`src/rtl/lcd_boot_pkg.sv`:
```
package lcd_boot_pkg;

    typedef enum logic [1:0] {
        TAG_BYTE  = 2'd0,
        TAG_WAIT  = 2'd1,
        TAG_RESET = 2'd2,
        TAG_CSEL  = 2'd3
    } step_tag_t;

    typedef struct packed {
        step_tag_t  tag;
        logic [7:0] arg;
    } step_t;

    typedef enum logic [2:0] {
        ST_IDLE,
        ST_FETCH,
        ST_SHIFT,
        ST_HOLD,
        ST_ADVANCE
    } seq_state_t;

    localparam int STEP_COUNT = 21;
    localparam int STEP_IDX_W = $clog2(STEP_COUNT);
    localparam logic DC_COMMAND = 1'b0;

    function automatic step_t mk_step(input step_tag_t t, input logic [7:0] a);
        step_t s;
        s.tag = t;
        s.arg = a;
        return s;
    endfunction

    // Step table; CSEL argument 1 = select the panel.
    function automatic step_t step_at(input logic [STEP_IDX_W-1:0] idx);
        step_t s;
        case (idx)
            5'd0:    s = mk_step(TAG_CSEL,  8'h00);
            5'd1:    s = mk_step(TAG_RESET, 8'd18);
            5'd2:    s = mk_step(TAG_CSEL,  8'h01);
            5'd3:    s = mk_step(TAG_BYTE,  8'hF1);
            5'd4:    s = mk_step(TAG_BYTE,  8'h67);
            5'd5:    s = mk_step(TAG_BYTE,  8'hC0);
            5'd6:    s = mk_step(TAG_BYTE,  8'h40);
            5'd7:    s = mk_step(TAG_BYTE,  8'h50);
            5'd8:    s = mk_step(TAG_BYTE,  8'h2B);
            5'd9:    s = mk_step(TAG_BYTE,  8'hEB);
            5'd10:   s = mk_step(TAG_BYTE,  8'h81);
            5'd11:   s = mk_step(TAG_BYTE,  8'h5F);
            5'd12:   s = mk_step(TAG_BYTE,  8'h89);
            5'd13:   s = mk_step(TAG_BYTE,  8'hA6);
            5'd14:   s = mk_step(TAG_BYTE,  8'hD3);
            5'd15:   s = mk_step(TAG_BYTE,  8'hAF);
            5'd16:   s = mk_step(TAG_WAIT,  8'd100);
            5'd17:   s = mk_step(TAG_BYTE,  8'hA5);
            5'd18:   s = mk_step(TAG_WAIT,  8'd200);
            5'd19:   s = mk_step(TAG_BYTE,  8'hA4);
            default: s = mk_step(TAG_CSEL,  8'h00);
        endcase
        return s;
    endfunction

endpackage

```
`src/rtl/lcd_ms_timer.sv`:
```
module lcd_ms_timer #(
    parameter int TICKS_PER_MS = 250000
) (
    input  logic       clk,
    input  logic       rst_n,
    input  logic       load,
    input  logic [7:0] ms,
    output logic       expired
);
    localparam int TICK_W = (TICKS_PER_MS > 1) ? $clog2(TICKS_PER_MS) : 1;
    localparam logic [TICK_W-1:0] TICK_LAST = TICK_W'(TICKS_PER_MS - 1);

    logic [TICK_W-1:0] tick;
    logic [7:0]        ms_left;
    logic              run;

    always_ff @(posedge clk or negedge rst_n) begin
        if (!rst_n) begin
            tick    <= '0;
            ms_left <= '0;
            run     <= 1'b0;
            expired <= 1'b0;
        end else begin
            expired <= 1'b0;
            if (load) begin
                tick    <= '0;
                ms_left <= ms;
                run     <= 1'b1;
            end else if (run) begin
                if (tick == TICK_LAST) begin
                    tick <= '0;
                    if (ms_left <= 8'd1) begin
                        run     <= 1'b0;
                        expired <= 1'b1;
                    end else begin
                        ms_left <= ms_left - 8'd1;
                    end
                end else begin
                    tick <= tick + 1'b1;
                end
            end
        end
    end
endmodule

```
`src/rtl/lcd_spi_tx.sv`:
```
module lcd_spi_tx #(
    parameter int HALF_DIV = 38
) (
    input  logic       clk,
    input  logic       rst_n,
    input  logic       load,
    input  logic [7:0] data,
    output logic       sclk,
    output logic       mosi,
    output logic       done
);
    localparam int DIV_W = (HALF_DIV > 1) ? $clog2(HALF_DIV) : 1;
    localparam logic [DIV_W-1:0] DIV_LAST = DIV_W'(HALF_DIV - 1);

    logic [7:0]       shreg;
    logic [DIV_W-1:0] div;
    logic [3:0]       half;
    logic             active;

    always_ff @(posedge clk or negedge rst_n) begin
        if (!rst_n) begin
            shreg  <= '0;
            div    <= '0;
            half   <= '0;
            active <= 1'b0;
            sclk   <= 1'b0;
            done   <= 1'b0;
        end else begin
            done <= 1'b0;
            if (load) begin
                shreg  <= data;
                div    <= '0;
                half   <= '0;
                active <= 1'b1;
                sclk   <= 1'b0;
            end else if (active) begin
                if (div == DIV_LAST) begin
                    div  <= '0;
                    sclk <= ~sclk;
                    half <= half + 4'd1;
                    if (sclk) begin
                        shreg <= {shreg[6:0], 1'b0};
                        if (half == 4'd15) begin
                            active <= 1'b0;
                            done   <= 1'b1;
                        end
                    end
                end else begin
                    div <= div + 1'b1;
                end
            end
        end
    end

    assign mosi = shreg[7];
endmodule

```
`src/rtl/lcd_boot_seq.sv`:
```
module lcd_boot_seq
    import lcd_boot_pkg::*;
#(
    parameter int HALF_DIV     = 38,
    parameter int TICKS_PER_MS = 250000
) (
    input  logic clk,
    input  logic rst_n,
    input  logic start,
    output logic busy,
    output logic done,
    output logic lcd_cs_n,
    output logic lcd_dc,
    output logic lcd_rst_n,
    output logic spi_sclk,
    output logic spi_mosi
);
    localparam logic [STEP_IDX_W-1:0] STEP_LAST = STEP_IDX_W'(STEP_COUNT - 1);

    seq_state_t            state, state_nx;
    logic [STEP_IDX_W-1:0] idx;
    step_t                 cur;
    logic                  last_step;
    logic                  spi_load, spi_done;
    logic                  tmr_load, tmr_expired;

    lcd_spi_tx #(.HALF_DIV(HALF_DIV)) i_spi (
        .clk   (clk),
        .rst_n (rst_n),
        .load  (spi_load),
        .data  (cur.arg),
        .sclk  (spi_sclk),
        .mosi  (spi_mosi),
        .done  (spi_done)
    );

    lcd_ms_timer #(.TICKS_PER_MS(TICKS_PER_MS)) i_tmr (
        .clk     (clk),
        .rst_n   (rst_n),
        .load    (tmr_load),
        .ms      (cur.arg),
        .expired (tmr_expired)
    );

    assign cur       = step_at(idx);
    assign last_step = (idx == STEP_LAST);
    assign lcd_dc    = DC_COMMAND;

    // State register and step index
    always_ff @(posedge clk or negedge rst_n) begin
        if (!rst_n) begin
            state <= ST_IDLE;
            idx   <= '0;
        end else begin
            state <= state_nx;
            if (state == ST_IDLE && start)
                idx <= '0;
            else if (state == ST_ADVANCE && !last_step)
                idx <= idx + 1'b1;
        end
    end

    // Next state and sub-unit launches
    always_comb begin
        state_nx = state;
        spi_load = 1'b0;
        tmr_load = 1'b0;
        unique case (state)
            ST_IDLE: begin
                if (start) state_nx = ST_FETCH;
            end
            ST_FETCH: begin
                unique case (cur.tag)
                    TAG_BYTE: begin
                        spi_load = 1'b1;
                        state_nx = ST_SHIFT;
                    end
                    TAG_WAIT, TAG_RESET: begin
                        tmr_load = 1'b1;
                        state_nx = ST_HOLD;
                    end
                    TAG_CSEL: state_nx = ST_ADVANCE;
                endcase
            end
            ST_SHIFT: begin
                if (spi_done) state_nx = ST_ADVANCE;
            end
            ST_HOLD: begin
                if (tmr_expired) state_nx = ST_ADVANCE;
            end
            ST_ADVANCE: begin
                state_nx = last_step ? ST_IDLE : ST_FETCH;
            end
            default: state_nx = ST_IDLE;
        endcase
    end

    // Registered outputs
    always_ff @(posedge clk or negedge rst_n) begin
        if (!rst_n) begin
            busy      <= 1'b0;
            done      <= 1'b0;
            lcd_cs_n  <= 1'b1;
            lcd_rst_n <= 1'b1;
        end else begin
            unique case (state)
                ST_IDLE: begin
                    if (start) begin
                        busy     <= 1'b1;
                        done     <= 1'b0;
                        lcd_cs_n <= 1'b1;
                    end
                end
                ST_FETCH: begin
                    if (cur.tag == TAG_CSEL)  lcd_cs_n  <= ~cur.arg[0];
                    if (cur.tag == TAG_RESET) lcd_rst_n <= 1'b0;
                end
                ST_HOLD: begin
                    if (tmr_expired) lcd_rst_n <= 1'b1;
                end
                ST_ADVANCE: begin
                    if (last_step) begin
                        busy <= 1'b0;
                        done <= 1'b1;
                    end
                end
                default: ;
            endcase
        end
    end
endmodule

```
`config.mk`:
```
export PLATFORM = sky130hd
export DESIGN_NAME = lcd_boot_seq
export DESIGN_NICKNAME = d
export VERILOG_FILES = /design/src/rtl/lcd_boot_pkg.sv /design/src/rtl/lcd_ms_timer.sv /design/src/rtl/lcd_spi_tx.sv /design/src/rtl/lcd_boot_seq.sv
export SDC_FILE = /design/constraint.sdc
export NUM_CORES = 1
export LEC_CHECK = 0
export BUFFER_PORTS_ARGS = -buffer_cell sky130_fd_sc_hd__buf_2
export CAP_MARGIN = 20
export CORE_ASPECT_RATIO = 0.7
export CORE_UTILIZATION = 60
export DETAILED_ROUTE_END_ITERATION = 8
export HOLD_SLACK_MARGIN = 0.08
export PLACE_DENSITY = 0.77
export SLEW_MARGIN = 0
export SYNTH_ARGS = -nofsm -noshare
export SYNTH_HDL_FRONTEND = slang
export SYNTH_SLANG_ARGS = --single-unit
```
`constraint.sdc`:
```
create_clock -name clk -period 3.5 [get_ports clk]
set_input_delay 0.525 -clock clk [delete_from_list [all_inputs] [get_ports clk]]
set_output_delay 0.525 -clock clk [all_outputs]
set_load 0.005 [all_outputs]
```
==> flow_metrics.env <==
export IMPL_dieArea_um2=6490
export IMPL_layout_drive_gt1_share_pct=9.25
export IMPL_maxCapViolations=0
export IMPL_cp_start_kind="flop"
export IMPL_synth_edf_count=0
export IMPL_first_pass_iters=5
export IMPL_cp_required_ns=3.71
export IMPL_core_um2=5840
export IMPL_post_cts_buffers=0
export IMPL_path_depth=10
export IMPL_slowest_stage="dfrtp_1"
export IMPL_r2r_end="i_tmr.tick[11]"
export IMPL_fmax_ghz=0.336
export IMPL_nNetsFinal=425
export IMPL_cp_num_buf_inv=1
export IMPL_synth_avg_cell_area_um2=9.19
export IMPL_cts_sinks=61
export IMPL_finalCriticalPeriod_ns=2.98
export IMPL_ant_nets=0
export IMPL_slew_viol_final=0
export IMPL_root_buffer="clkbuf_8"
export IMPL_cts_buffer_depth=2
export IMPL_met2WireLength_mm=3.23
export IMPL_cp_slowest_stage_delay_ns=0.56
export IMPL_worstPathMaxFanout=13
export IMPL_wl_per_cell_um=16.2
export IMPL_route_detailed_drc=0
export IMPL_gp_congestion=0.922
export IMPL_synth_cell_type_count=62
export IMPL_synth_ff_type="dfrtp_1"
export IMPL_grt_max_degree=50
export IMPL_finalHoldViolCount=0
export IMPL_dp_worst_setup_slack_ns=0.618
export IMPL_met1_length_mm=3.98
export IMPL_fin_crit_sh_pct=85.1
export IMPL_ioPinCount=10
export IMPL_crit_end="i_tmr.tick[11]"
export IMPL_vias_per_cell=6.15
export IMPL_placed_area_um2=3760
export IMPL_drt_initial_drc_count=291
export IMPL_clk_pin_slew_ns=0.07
export IMPL_cts_buffers=9
export IMPL_rr_worst_depth=10
export IMPL_post_cts_resized=0
export IMPL_critical_path_arrival_ns=3.19
export IMPL_fin_skew_ns=0.0106
export IMPL_crit_family="simple AND/OR/NAND/NOR gates"
export IMPL_ys_seq_area_share_pct=41.3
export IMPL_diodes=0
export IMPL_cts_htree_levels=3
export IMPL_hold_path_class="in -> async"
export IMPL_antenna_found_initial=0
export IMPL_syn_area_um2=3700
export IMPL_status="finished, final reports clean"
export IMPL_portBuffers=8
export IMPL_area_delta_synth_final_pct=7.40
export IMPL_dieWidth_um=95.9
export IMPL_grt_use_total_pct=27.8
export IMPL_holdWs_ns=0.206
export IMPL_synthCells=403
export IMPL_slew_headroom_pct=52.0
export IMPL_ys_ff_latch=61
export IMPL_fp_dieH_um=67.7
export IMPL_power_density_nw_per_um2=332
export IMPL_syn_nets=422
export IMPL_dpl_hpwl_mm=5.67
export IMPL_grt_pass1_wl_mm=13.5
export IMPL_setup_tns_ns=0
export IMPL_tightest_slew_ns=0.716
export IMPL_grt_overflow=0
export IMPL_layout_common_cells="dfrtp_1, nor2_1, nand2_1"
export IMPL_final_common_cell="dfrtp_1"
export IMPL_drt_wl_total_mm=7.89
export IMPL_cp_end_kind="flop"
export IMPL_rows=23
export IMPL_async_flop_share_pct=100
export IMPL_ir_worst_vdd_uv=251
export IMPL_finalWorstSetupSlack_ns=0.521
export IMPL_regToRegSetupSlack_ns=0.52
export IMPL_highest_layer="met4"
export IMPL_ys_warn_count=0
export IMPL_worstSetupPathType="reg -> reg"
export IMPL_postCtsHoldBufs=0
export IMPL_r2r_start="idx[2]"
export IMPL_crit_chain="clkinv_1 -> ha_1 -> nand2_1 -> nand2_1 -> ha_1 -> nor4b_2 -> nor2_1 -> nor4_1 -> xnor2_1 -> nor2_1"
export IMPL_insertion_delay_ns=0.34
export IMPL_grt_pass1_vias=2717
export IMPL_n_fill_cell=441
export IMPL_start_util_pct=63.4
export IMPL_design_area_um2=3980
export IMPL_p_total_mw=1.32
export IMPL_rsz0062_at_grt="false"
export IMPL_leakagePower_nw=1.84
export IMPL_critPathLaunch="idx[2]"
export IMPL_setup_violations_final=0
export IMPL_tritoncts="built"
export IMPL_vias=2988
export IMPL_wl_met3_um=615
## logic make-up after synthesis
| group | Yosys count | share of synthesized area, % |
|---|---|---|
| buf+inv | 33 | 3.95 |
| compound gates | 69 | 12.1 |
| flops | 61 | 41.3 |
| other cells | 1 | 0.101 |
| xor+xnor | 21 | 4.97 |
| simple gates | 176 | 25.1 |
| fa+ha+maj | 16 | 5.41 |
| mux | 26 | 7.06 |
## through the flow
| stage | cells | utilization (%) |
|---|---|---|
| 2_1_floorplan | 403 | - |
| 3_3_place_gp | 469 | 64.4 |
| 3_5_place_dp | 469 | 64.4 |
| 4_1_cts | 485 | 67.6 |
| 5_1_grt | 486 | 68.1 |
| 6_report | 486 | 68.1 |
## worst min path at each step
stage,start,end,depth (start not counted)
finish,rst_n,idx[0],1
global route,rst_n,i_tmr.tick[7],1
CTS,rst_n,i_tmr.tick[14],1
detailed placement,busy,busy,2
global placement,i_spi.shreg[0],i_spi.shreg[0],2
floorplan,rst_n,busy,0
## worst register-to-register path, cell delays in order (launching register included)
cell      delay [ns]
dfrtp_1         0.56
clkinv_1        0.34
ha_1            0.32
nand2_1         0.06
nand2_1         0.10
ha_1            0.34
nor4b_2         0.32
nor2_1          0.17
nor4_1          0.42
xnor2_1         0.16
nor2_1          0.05
## per-layer routing
| layer | GRT usage (%) | up-vias |
|---|---|---|
| li1 | - | 1454 |
| met1 | 41.7 | 1409 |
| met2 | 38.5 | 113 |
| met3 | 8.67 | 12 |
| met4 | 7.28 | 0 |
| met5 | 0 | - |
## state kept, by name (all words and copies together), names as in the netlist, 3 cells and up
name           count
i_spi.half         4
idx                5
i_tmr.ms_left      8
i_tmr.tick        18
i_spi.div          6
i_spi.shreg        8
state              3
## synth_stat cells, drive strengths merged, types with 3 or more instances
library cell  count  share of area (%)
nor3b             4               0.81
nand3            12                1.6
nor4b             4                1.5
mux2i            25                6.8
nor3             11                1.6
and3              5               0.84
xnor2            13                3.1
nand2            44                4.5
buf               9                1.5
ha               16                5.4
nand2b            8                1.4
dfrtp            59                 40
a21oi            15                2.0
xor2              8                1.9
o22ai             3               0.51
o211ai            7                1.4
o21ai            20                2.7
nor2             45                4.6
nor4             11                1.9
nand3b            3               0.61
clkbuf           12                1.2
inv              11                1.1
nor2b             3               0.51
nand4            14                2.8
## power by group
part           internal (mW)  leakage, nW  switching (mW)
Clock                  0.325       0.0931           0.271
Sequential             0.705        0.794               0
Combinational        0.00480        0.956          0.0152
## cell type report
type	instances	area, um2	share of cell area, %
multi-input cells	309	2030	51.0
flip-flops and latches	61	1530	38.5
clock buffers	11	131	3.30
repair buffers	13	97.6	2.45
well taps	75	93.8	2.36
clock inverters	5	52.6	1.32
inverters	12	45.0	1.13
Note: power is estimated with default switching activity, not from simulation.
